==> src/rtl/shst_pkg.sv <==
package shst_pkg;
  typedef enum logic [2:0] {
    ST_IDLE, ST_GRACE, ST_ERASE, ST_PROG, ST_HOLD
  } ctlState_e;

  localparam logic [1:0] CMD_NONE  = 2'b00;
  localparam logic [1:0] CMD_ERASE = 2'b01;
  localparam logic [1:0] CMD_PROG  = 2'b10;

  typedef struct packed {
    logic       memOn;
    logic       pullOn;
    logic       rdOk;
    logic       wrOk;
    logic       clrDirty;
    logic       graceRun;
    logic [1:0] cmd;
  } ctlStrobe_t;

  typedef struct packed {
    logic extHit;
    logic graceEnd;
    logic lineHigh;
    logic dirty;
  } dpStatus_t;
endpackage

==> src/rtl/shst_datapath.sv <==
module shst_datapath
  import shst_pkg::*;
#(
  parameter int SYNC_STAGES = 2,
  parameter int MIN_PULSE   = 4,
  parameter int GRACE_CYC   = 8
) (
  input  logic       clk,
  input  logic       rstN,
  input  logic       lineRaw,
  input  ctlStrobe_t strb,
  output dpStatus_t  stat,
  output logic       memEnQ,
  output logic       pullQ,
  output logic       rdQ,
  output logic       wrQ,
  output logic [1:0] cmdQ
);
  localparam int LCW = $clog2(MIN_PULSE + 1);
  localparam int GCW = $clog2(GRACE_CYC + 1);
  localparam logic [LCW-1:0] LOW_SAT = LCW'(MIN_PULSE - 1);
  localparam logic [GCW-1:0] GRACE_LAST = GCW'(GRACE_CYC - 1);

  logic [SYNC_STAGES-1:0] syncQ;
  logic [SYNC_STAGES-1:0] ownHist;
  logic [LCW-1:0] lowCnt;
  logic [GCW-1:0] graceCnt;
  logic graceQ, dirtyQ;
  logic lineS, ownMask, extLow;

  assign lineS   = syncQ[SYNC_STAGES-1];
  assign ownMask = pullQ | (|ownHist);
  assign extLow  = !lineS && !ownMask;

  // line synchronizer and history of own pull-down, same depth
  always_ff @(posedge clk or negedge rstN) begin
    if (!rstN) begin
      syncQ   <= '1;
      ownHist <= '0;
    end else begin
      syncQ   <= {syncQ[SYNC_STAGES-2:0], lineRaw};
      ownHist <= {ownHist[SYNC_STAGES-2:0], pullQ};
    end
  end

  // external low-time and grace-window counters
  always_ff @(posedge clk or negedge rstN) begin
    if (!rstN) begin
      lowCnt   <= '0;
      graceCnt <= '0;
    end else begin
      if (!extLow) lowCnt <= '0;
      else if (lowCnt < LOW_SAT) lowCnt <= lowCnt + 1'b1;
      if (!graceQ) graceCnt <= '0;
      else if (graceCnt < GRACE_LAST) graceCnt <= graceCnt + 1'b1;
    end
  end

  // registered outputs and modified mark
  always_ff @(posedge clk or negedge rstN) begin
    if (!rstN) begin
      memEnQ <= 1'b1;
      pullQ  <= 1'b0;
      rdQ    <= 1'b0;
      wrQ    <= 1'b0;
      cmdQ   <= CMD_NONE;
      graceQ <= 1'b0;
      dirtyQ <= 1'b0;
    end else begin
      memEnQ <= strb.memOn;
      pullQ  <= strb.pullOn;
      rdQ    <= strb.rdOk;
      wrQ    <= strb.wrOk;
      cmdQ   <= strb.cmd;
      graceQ <= strb.graceRun;
      if (strb.clrDirty) dirtyQ <= 1'b0;
      else if (strb.wrOk) dirtyQ <= 1'b1;
    end
  end

  assign stat.extHit   = extLow && (lowCnt >= LOW_SAT);
  assign stat.graceEnd = graceQ && (graceCnt == GRACE_LAST);
  assign stat.lineHigh = lineS && !ownMask;
  assign stat.dirty    = dirtyQ;

  p_pull_blocks_mem_r7: assert property (@(posedge clk) disable iff (!rstN)
    pullQ |-> !memEnQ);
  p_cmd_with_pull_r7: assert property (@(posedge clk) disable iff (!rstN)
    (cmdQ != CMD_NONE) |-> pullQ);
  p_grant_needs_en_r2: assert property (@(posedge clk) disable iff (!rstN)
    (rdQ || wrQ) |-> memEnQ);
  p_own_pull_masked_r10: assert property (@(posedge clk) disable iff (!rstN)
    pullQ |-> !stat.extHit);
endmodule

==> src/rtl/shst_control.sv <==
module shst_control
  import shst_pkg::*;
(
  input  logic       clk,
  input  logic       rstN,
  input  logic       accRd,
  input  logic       accWr,
  input  logic       swStoreReq,
  input  logic       recallBusy,
  input  logic       arrDone,
  input  dpStatus_t  stat,
  output ctlStrobe_t strb
);
  ctlState_e state, nextState;

  always_ff @(posedge clk or negedge rstN) begin
    if (!rstN) state <= ST_IDLE;
    else       state <= nextState;
  end

  always_comb begin
    nextState = state;
    strb = '0;
    unique case (state)
      ST_IDLE: begin
        if (!recallBusy) begin
          if (swStoreReq)       nextState = ST_ERASE;
          else if (stat.extHit) nextState = ST_GRACE;
        end
      end
      ST_GRACE: begin
        if (stat.graceEnd || accRd || accWr)
          nextState = stat.dirty ? ST_ERASE : ST_HOLD;
      end
      ST_ERASE: if (arrDone) nextState = ST_PROG;
      ST_PROG: begin
        if (arrDone) begin
          nextState     = ST_HOLD;
          strb.clrDirty = 1'b1;
        end
      end
      ST_HOLD: if (stat.lineHigh) nextState = ST_IDLE;
      default: nextState = ST_IDLE;
    endcase

    strb.memOn    = (nextState == ST_IDLE || nextState == ST_GRACE) && !recallBusy;
    strb.pullOn   = (nextState == ST_ERASE || nextState == ST_PROG);
    strb.graceRun = (nextState == ST_GRACE);
    strb.cmd      = (nextState == ST_ERASE) ? CMD_ERASE :
                    (nextState == ST_PROG)  ? CMD_PROG  : CMD_NONE;
    strb.rdOk     = accRd && (state == ST_IDLE) && strb.memOn;
    strb.wrOk     = accWr && (state == ST_IDLE) && strb.memOn;
  end

  p_prog_after_erase_r8: assert property (@(posedge clk) disable iff (!rstN)
    (state == ST_PROG) |-> ($past(state) == ST_ERASE || $past(state) == ST_PROG));
  p_skip_only_clean_r6: assert property (@(posedge clk) disable iff (!rstN)
    (state == ST_HOLD && $past(state) == ST_GRACE) |-> !$past(stat.dirty));
  p_hold_until_high_r9: assert property (@(posedge clk) disable iff (!rstN)
    (state == ST_HOLD && !stat.lineHigh) |=> (state == ST_HOLD));
  p_grace_write_stores_r5: assert property (@(posedge clk) disable iff (!rstN)
    (state == ST_GRACE && accWr) |=> (state == ST_ERASE || state == ST_HOLD));
  p_recall_no_start_r11: assert property (@(posedge clk) disable iff (!rstN)
    (state == ST_IDLE && recallBusy) |=> (state == ST_IDLE));
endmodule

==> src/rtl/shared_store_ctrl.sv <==
module shared_store_ctrl
  import shst_pkg::*;
#(
  parameter int SYNC_STAGES = 2,
  parameter int MIN_PULSE   = 4,
  parameter int GRACE_CYC   = 8
) (
  input  logic       clk,
  input  logic       rstN,
  input  logic       lineIn,
  output logic       linePullEn,
  input  logic       accRd,
  input  logic       accWr,
  input  logic       swStoreReq,
  input  logic       recallBusy,
  output logic [1:0] arrCmd,
  input  logic       arrDone,
  output logic       memEn,
  output logic       rdGo,
  output logic       wrGo
);
  ctlStrobe_t strb;
  dpStatus_t  stat;

  shst_control u_ctl (
    .clk(clk), .rstN(rstN), .accRd(accRd), .accWr(accWr),
    .swStoreReq(swStoreReq), .recallBusy(recallBusy), .arrDone(arrDone),
    .stat(stat), .strb(strb)
  );

  shst_datapath #(
    .SYNC_STAGES(SYNC_STAGES), .MIN_PULSE(MIN_PULSE), .GRACE_CYC(GRACE_CYC)
  ) u_dp (
    .clk(clk), .rstN(rstN), .lineRaw(lineIn), .strb(strb), .stat(stat),
    .memEnQ(memEn), .pullQ(linePullEn), .rdQ(rdGo), .wrQ(wrGo), .cmdQ(arrCmd)
  );
endmodule

==> config.mk <==
export PLATFORM = sky130hd
export DESIGN_NAME = shared_store_ctrl
export DESIGN_NICKNAME = d
export VERILOG_FILES = /design/src/rtl/shst_pkg.sv /design/src/rtl/shst_datapath.sv /design/src/rtl/shst_control.sv /design/src/rtl/shared_store_ctrl.sv
export SDC_FILE = /design/constraint.sdc
export NUM_CORES = 1
export LEC_CHECK = 0
export ABC_AREA = 1
export BUFFER_PORTS_ARGS = -buffer_cell sky130_fd_sc_hd__buf_2
export CELL_PAD_IN_SITES_DETAIL_PLACEMENT = 2
export CELL_PAD_IN_SITES_GLOBAL_PLACEMENT = 2
export CORE_ASPECT_RATIO = 0.75
export CORE_MARGIN = 2
export CORE_UTILIZATION = 34
export CTS_CLUSTER_SIZE = 30
export DETAILED_ROUTE_END_ITERATION = 6
export PLACE_DENSITY = 0.76
export SETUP_SLACK_MARGIN = 0.5
export SYNTH_ARGS = -nofsm -noshare
export SYNTH_HDL_FRONTEND = slang
export SYNTH_SLANG_ARGS = --single-unit
==> constraint.sdc <==
create_clock -name clk -period 1.6 [get_ports clk]
set_input_delay 0 -clock clk [delete_from_list [all_inputs] [get_ports clk]]
set_output_delay 0 -clock clk [all_outputs]
set_load 0.05 [all_outputs]
==> results.sh, run 1 <==
export IMPL_yosys_warnings=0
export IMPL_critPathMaxFanout=4
export IMPL_nets=156
export IMPL_routabilityCongestion=0.693
export IMPL_final_common_cell="dfrtp_1"
export IMPL_cp_required_ns=1.80
export IMPL_slew_viol_final=0
export IMPL_leakage_nw=0.723
export IMPL_hold_viol_final=0
export IMPL_vias=871
export IMPL_die_area_um2=3470
export IMPL_rr_startpoint="u_dp.graceCnt[0]"
export IMPL_period_share_pct=95.8
export IMPL_synth_area_um2=1020
export IMPL_clk_pin_slew_ns=0.08
export IMPL_grt_use_total_pct=19.5
export IMPL_synthAdderAreaFrac_pct=3.67
export IMPL_synthXorXnorAreaFrac_pct=0
export IMPL_grt_pass1_wl_um=4810
export IMPL_critical_path_class="flip-flop to flip-flop"
export IMPL_via_per_inst=4.79
export IMPL_r2r_slack_ns=0.07
export IMPL_min_period_ns=1.53
export IMPL_wl_per_cell_um=17.8
export IMPL_yosys_area_share_simple_pct=28.2
export IMPL_drive_gt1_share_pct=51.4
export IMPL_hpwlAfterDp_um=1810
export IMPL_drt_iter0_markers=14
export IMPL_syn_avg_cell_area_um2=9.39
export IMPL_final_cell_mix="dfrtp_1 (18), nand2_1 (14), buf_2 (13), buf_4 (13), inv_1 (10)"
export IMPL_ant_nets=0
export IMPL_cts_sinks=22
export IMPL_skew_ns=0.00720
export IMPL_crit_path_end_kind="flip-flop"
export IMPL_finalSetupViolCount=0
export IMPL_fmax_mhz=653
export IMPL_routed_wl_um=3240
export IMPL_insertion_delay_ns=0.27
export IMPL_diodes=0
export IMPL_antenna_found_initial=0
export IMPL_hp_class="primary input to flip-flop"
export IMPL_num_fill_cells=311
export IMPL_h_tree_depth=1
export IMPL_tritoncts_num_buffers=3
export IMPL_post_route_drc_count=0
export IMPL_min_to="u_dp.wrQ"
export IMPL_ys_ff_latch=22
export IMPL_reg2reg_depth=10
export IMPL_portBuffers=13
export IMPL_area_delta_synth_final_pct=39.0
export IMPL_synth_seq_area_share_pct=54.2
export IMPL_design_core_area_um2=2910
export IMPL_fp_dieH_um=51.5
export IMPL_powerDensity_nw_per_um2=1750
export IMPL_synth_top_family_by_area="simple AND/OR/NAND/NOR gates"
export IMPL_ir_drop_mv=0.765
export IMPL_maxCapViolations=0
export IMPL_tns_ns=0
export IMPL_first_pass_iters=3
export IMPL_status="completed"
export IMPL_ios=14
export IMPL_start_util_pct=35.1
export IMPL_num_rows=17
export IMPL_tightest_slew_ns=0.520
export IMPL_cts_tree="done"
export IMPL_die_w_um=67.4
export IMPL_netlist_cell_type_count=26
export IMPL_syn_nets=120
export IMPL_r2r_end="u_dp.rdQ"
export IMPL_grt_max_degree=23
export IMPL_rsz0062_at_grt="true"
export IMPL_grt_ovfl_total=0
export IMPL_synthMuxAreaShare_pct=0
export IMPL_grt_pass1_vias=981
export IMPL_arrival_ns=1.74
export IMPL_syn_inst=109
export IMPL_cp_start_kind="flip-flop"
export IMPL_clk_path_buf_depth=2
export IMPL_hp_start="recallBusy"
export IMPL_clockRootBuffer="clkbuf_8"
export IMPL_min_path_cells=4
export IMPL_synth_compound_area_share_pct=6.60
export IMPL_final_util_pct=48.8
export IMPL_slew_limit_headroom_pct=65.3
==> stage by stage <==
step	power, mW	hold WS, ns	setup WS [ns]	area [µm²]	std cells
final	2.48	0.0620	0.0678	1420	182
after global routing	2.67	0.0622	-0.0277	1420	182
after CTS	2.35	-0.0444	0.163	1330	175
after global placement	1.77	0.00127	0.189	1150	160
after floorplan	1.57	-0.296	0.291	1040	109
after detailed placement	1.81	0.00130	0.111	1150	160
==> kinds of logic (layout without fill, tap and decap cells) <==
group	after synthesis	after routing
simple gates	54	54
flops	22	22
buf+inv	20	55
compound gates	10	10
fa+ha+maj	3	3
==> how the worst max path moves through the flow <==
| stage | end | from | slack [ns] | cells past startpoint |
|---|---|---|---|---|
| after detailed placement | u_dp.cmdQ[0] | u_dp.graceCnt[0] | 0.11 | 9 |
| after floorplan | u_dp.rdQ | u_dp.graceCnt[0] | 0.29 | 10 |
| after CTS | u_dp.cmdQ[0] | u_dp.graceCnt[0] | 0.16 | 9 |
| after global routing | u_dp.rdQ | u_dp.graceCnt[0] | -0.03 | 10 |
| final | u_dp.rdQ | u_dp.graceCnt[0] | 0.07 | 10 |
| after global placement | u_dp.rdQ | u_dp.graceCnt[1] | 0.19 | 10 |
==> cells in the mapped netlist <==
cell type	count	share of area, %
nor3_2	1	0.98
ha_1	3	3.7
o211ai_1	1	0.73
nor3_4	1	1.6
o21a_1	1	0.73
clkinv_1	1	0.37
nand2_2	4	2.4
a21oi_2	1	0.86
nand2_1	18	6.6
nand3b_1	1	0.73
nor3_1	3	1.5
inv_1	13	4.8
o21ai_0	1	0.49
nand3_1	7	3.4
nor2_2	1	0.61
o22ai_1	1	0.61
inv_2	6	2.2
nand4_1	1	0.61
nand3_2	1	0.98
nand3_4	2	3.4
a21oi_1	4	2.0
dfstp_2	3	7.7
or2_2	1	0.61
dfrtp_1	19	46
nor2_1	13	4.8
o211ai_2	1	1.2
==> layer usage <==
| metal | track usage, % | part of all wire, % | vias up |
|---|---|---|---|
| li1 | - | - | 412 |
| met1 | 24.3 | 45 | 443 |
| met2 | 33.2 | 51 | 12 |
| met3 | 6.71 | 2.7 | 4 |
| met4 | 3.06 | 1.0 | 0 |
| met5 | 0 | 0 | - |
==> layout make-up <==
cell class	count	area, µm²	share of cell area (%)
multi-input cells	67	475	33.4
clock buffers	4	55.1	3.87
repair buffers	31	214	15.0
well taps	38	47.5	3.34
inverters	20	75.1	5.28
flip-flops and latches	22	556	39.1
==> power breakdown <==
group,leakage (nW),switching (mW),total [mW],internal [mW]
Clock,0.0288,0.187,0.407,0.220
Sequential,0.280,0.143,0.885,0.742
Combinational,0.415,0.776,1.19,0.417
Total,0.723,1.11,2.48,1.38
==> timing repair <==
action	4_1_cts	5_1_grt
resized for setup	12	9
endpoints found under the setup margin	13	13
hold buffers	3	1
setup buffers	8	6
endpoints found under the hold margin	22	1
pin swaps	10	14
==> critical path: stages, from the launching register on <==
cell and delay, ns:
dfrtp_1 0.40, ha_2 0.19, inv_2 0.07, nor2_4 0.04, nand2_2 0.09, nand2_4 0.07
nand2_4 0.08, nand3_4 0.10, nor3_4 0.21, nand2_1 0.10, nor2_2 0.13
==> sequential cells by signal (all words and copies together), names as in the netlist <==
name	count
u_dp.dirtyQ	1
u_dp.pullQ	1
u_dp.syncQ	2
u_dp.rdQ	1
u_dp.wrQ	1
u_dp.ownHist	2
u_dp.lowCnt	3
u_dp.cmdQ	2
u_ctl.state	3
u_dp.graceQ	1
u_dp.graceCnt	4
u_dp.memEnQ	1
Power figures use the tool's default switching activity.
==> run 2, diff against run 1 <==
--- a/config.mk
+++ b/config.mk
@@ -15,6 +15,7 @@
 export CTS_CLUSTER_SIZE = 30
 export DETAILED_ROUTE_END_ITERATION = 6
 export PLACE_DENSITY = 0.76
+export REMOVE_ABC_BUFFERS = 1
 export SETUP_SLACK_MARGIN = 0.5
 export SYNTH_ARGS = -nofsm -noshare
 export SYNTH_HDL_FRONTEND = slang
==> results.sh, run 2 (same netlist as run 1, synthesis figures left out) <==
export IMPL_num_fill_cells=314
export IMPL_cts_sinks=22
export IMPL_drt_iter0_markers=29
export IMPL_ios=14
export IMPL_rsz0062_at_grt="true"
export IMPL_largest_register="u_dp.graceCnt"
export IMPL_status="finished, violations left"
export IMPL_grt_use_total_pct=19.0
export IMPL_critPathMaxFanout=4
export IMPL_ant_nets=0
export IMPL_max_stage_delay_ns=0.40
export IMPL_p_switching_mw=1.14
export IMPL_cp_cell_sequence="ha_2 -> inv_2 -> nor2_4 -> nand2_2 -> nand2_2 -> nand2_2 -> nand3_4 -> inv_2 -> nand3_2 -> a21oi_2"
export IMPL_h_tree_depth=1
export IMPL_period_share_pct=88.2
export IMPL_crit_top_cell="nand2_2"
export IMPL_pwr_share_clk_pct=14.4
export IMPL_num_rows=17
export IMPL_vias=862
export IMPL_post_route_drc_count=0
export IMPL_diodes=0
export IMPL_hp_class="primary input to flip-flop"
export IMPL_portBuffers=13
export IMPL_fmax_mhz=708
export IMPL_cp_required_ns=1.80
export IMPL_hpwlAfterDp_um=1870
export IMPL_ctsHoldBuffers=3
export IMPL_nets=155
export IMPL_cts_tree="done"
export IMPL_first_pass_iters=2
export IMPL_skew_ns=0.00316
export IMPL_r2r_slack_ns=0.19
export IMPL_critical_path_top_delay_family="simple AND/OR/NAND/NOR gates"
export IMPL_top_regs="u_dp.graceCnt: 4 flops, u_ctl.state: 3 flops, u_dp.lowCnt: 3 flops"
export IMPL_antenna_found_initial=0
export IMPL_cp_start_kind="flip-flop"
export IMPL_fp_dieH_um=51.5
export IMPL_area_delta_synth_final_pct=40.1
export IMPL_via_per_inst=4.76
export IMPL_finalSetupViolCount=0
export IMPL_grt_pass1_wl_um=4670
export IMPL_hold_ws_ns=-0.0341
export IMPL_tightest_slew_ns=0.513
export IMPL_hold_viol_final=1
export IMPL_final_cell_mix="dfrtp_1 (18), buf_2 (13), nand2_1 (12)"
export IMPL_clk_path_buf_depth=2
export IMPL_wl_per_cell_um=16.9
export IMPL_arrival_ns=1.62
export IMPL_slew_limit_headroom_pct=65.8
export IMPL_violations="hold timing"
export IMPL_leakage_nw=0.743
export IMPL_grt_pass1_vias=983
export IMPL_p_int_mw=1.39
export IMPL_worst_path_buf_inv=2
export IMPL_clk_pin_slew_ns=0.08
export IMPL_slew_viol_final=0
export IMPL_design_core_area_um2=2910
export IMPL_clockRootBuffer="clkbuf_8"
export IMPL_insertion_delay_ns=0.27
export IMPL_routed_wl_um=3060
export IMPL_min_period_ns=1.41
export IMPL_die_area_um2=3470
export IMPL_crit_slowest_cell="dfrtp_1"
export IMPL_largest_reg_flops=4
export IMPL_tns_ns=0
export IMPL_powerDensity_nw_per_um2=1760
export IMPL_die_w_um=67.4
export IMPL_grt_ovfl_total=0
export IMPL_final_common_cell="dfrtp_1"
export IMPL_grt_max_degree=23
export IMPL_critical_path_class="flip-flop to flip-flop"
export IMPL_tritoncts_num_buffers=3
export IMPL_routabilityCongestion=0.786
export IMPL_maxCapViolations=0
export IMPL_seq_power_share_pct=35.4
export IMPL_p_comb_share_pct=50.2
export IMPL_crit_path_end_kind="flip-flop"
export IMPL_switching_share_pct=45.0
export IMPL_start_util_pct=35.1
export IMPL_ir_drop_mv=0.823
export IMPL_drive_gt1_share_pct=52.4
==> run 2: what timing repair did <==
action | 4_1_cts | 5_1_grt
pin swaps | 10 | 11
buffers inserted | 8 | 6
endpoints found under the setup margin | 13 | 16
hold endpoints to repair | 22 | 1
resized for setup | 17 | 16
==> run 2: tightest hold or removal path: stages <==
cell and delay [ns]:
buf_2 0.10, nand2_1 0.07, nor2_2 0.03
==> run 2: power by group through the flow <==
stage	Sequential, mW	Clock (mW)	Combinational, mW
2_1_floorplan	1.07	0	0.481
3_3_place_gp	0.878	0	0.884
3_5_place_dp	0.889	0	0.917
4_1_cts	0.874	0.367	1.12
5_1_grt	0.916	0.409	1.37
6_report	0.896	0.364	1.27
==> run 2: cell type report <==
type | instances | area, µm² | area share, %
inverters | 20 | 75.1 | 5.24
flip-flops and latches | 22 | 556 | 38.7
multi-input cells | 67 | 499 | 34.8
well taps | 38 | 47.5 | 3.32
clock buffers | 4 | 45.0 | 3.14
repair buffers | 30 | 211 | 14.7
==> run 2: path summary, 6_finish.rpt <==
check | startpoint | endpoint | depth (start not counted)
setup reg to reg | u_dp.graceCnt[0] | u_dp.dirtyQ | 10
setup / recovery | u_dp.graceCnt[0] | u_dp.dirtyQ | 10
hold / removal | accRd | u_dp.rdQ | 3
min in group asynchronous | rstN | u_dp.rdQ | 2
hold reg to reg | u_dp.syncQ[0] | u_dp.syncQ[1] | 0
max in group asynchronous | rstN | u_ctl.state[1] | 2
==> run 2: metrics by stage <==
stage | util (%) | cells | total power [mW] | instance area (µm²) | setup slack [ns]
2_1_floorplan | - | 109 | 1.55 | 1020 | 0.275
3_3_place_gp | 39.0 | 160 | 1.76 | 1140 | 0.125
3_5_place_dp | 39.0 | 160 | 1.81 | 1140 | 0.0631
4_1_cts | 45.5 | 175 | 2.36 | 1330 | 0.169
5_1_grt | 49.2 | 181 | 2.70 | 1430 | 0.0626
6_report | 49.2 | 181 | 2.53 | 1430 | 0.188
==> run 2: layer usage <==
layer  vias up  share of wire, %  track usage, %  wire length (µm)
met5         -                 0               0                 0
met4         0               1.5            4.08                45
met3         6               3.3            5.19               101
met2        11                52            35.3              1580
met1       431                44            21.8              1340
li1        414                 -               -                 -
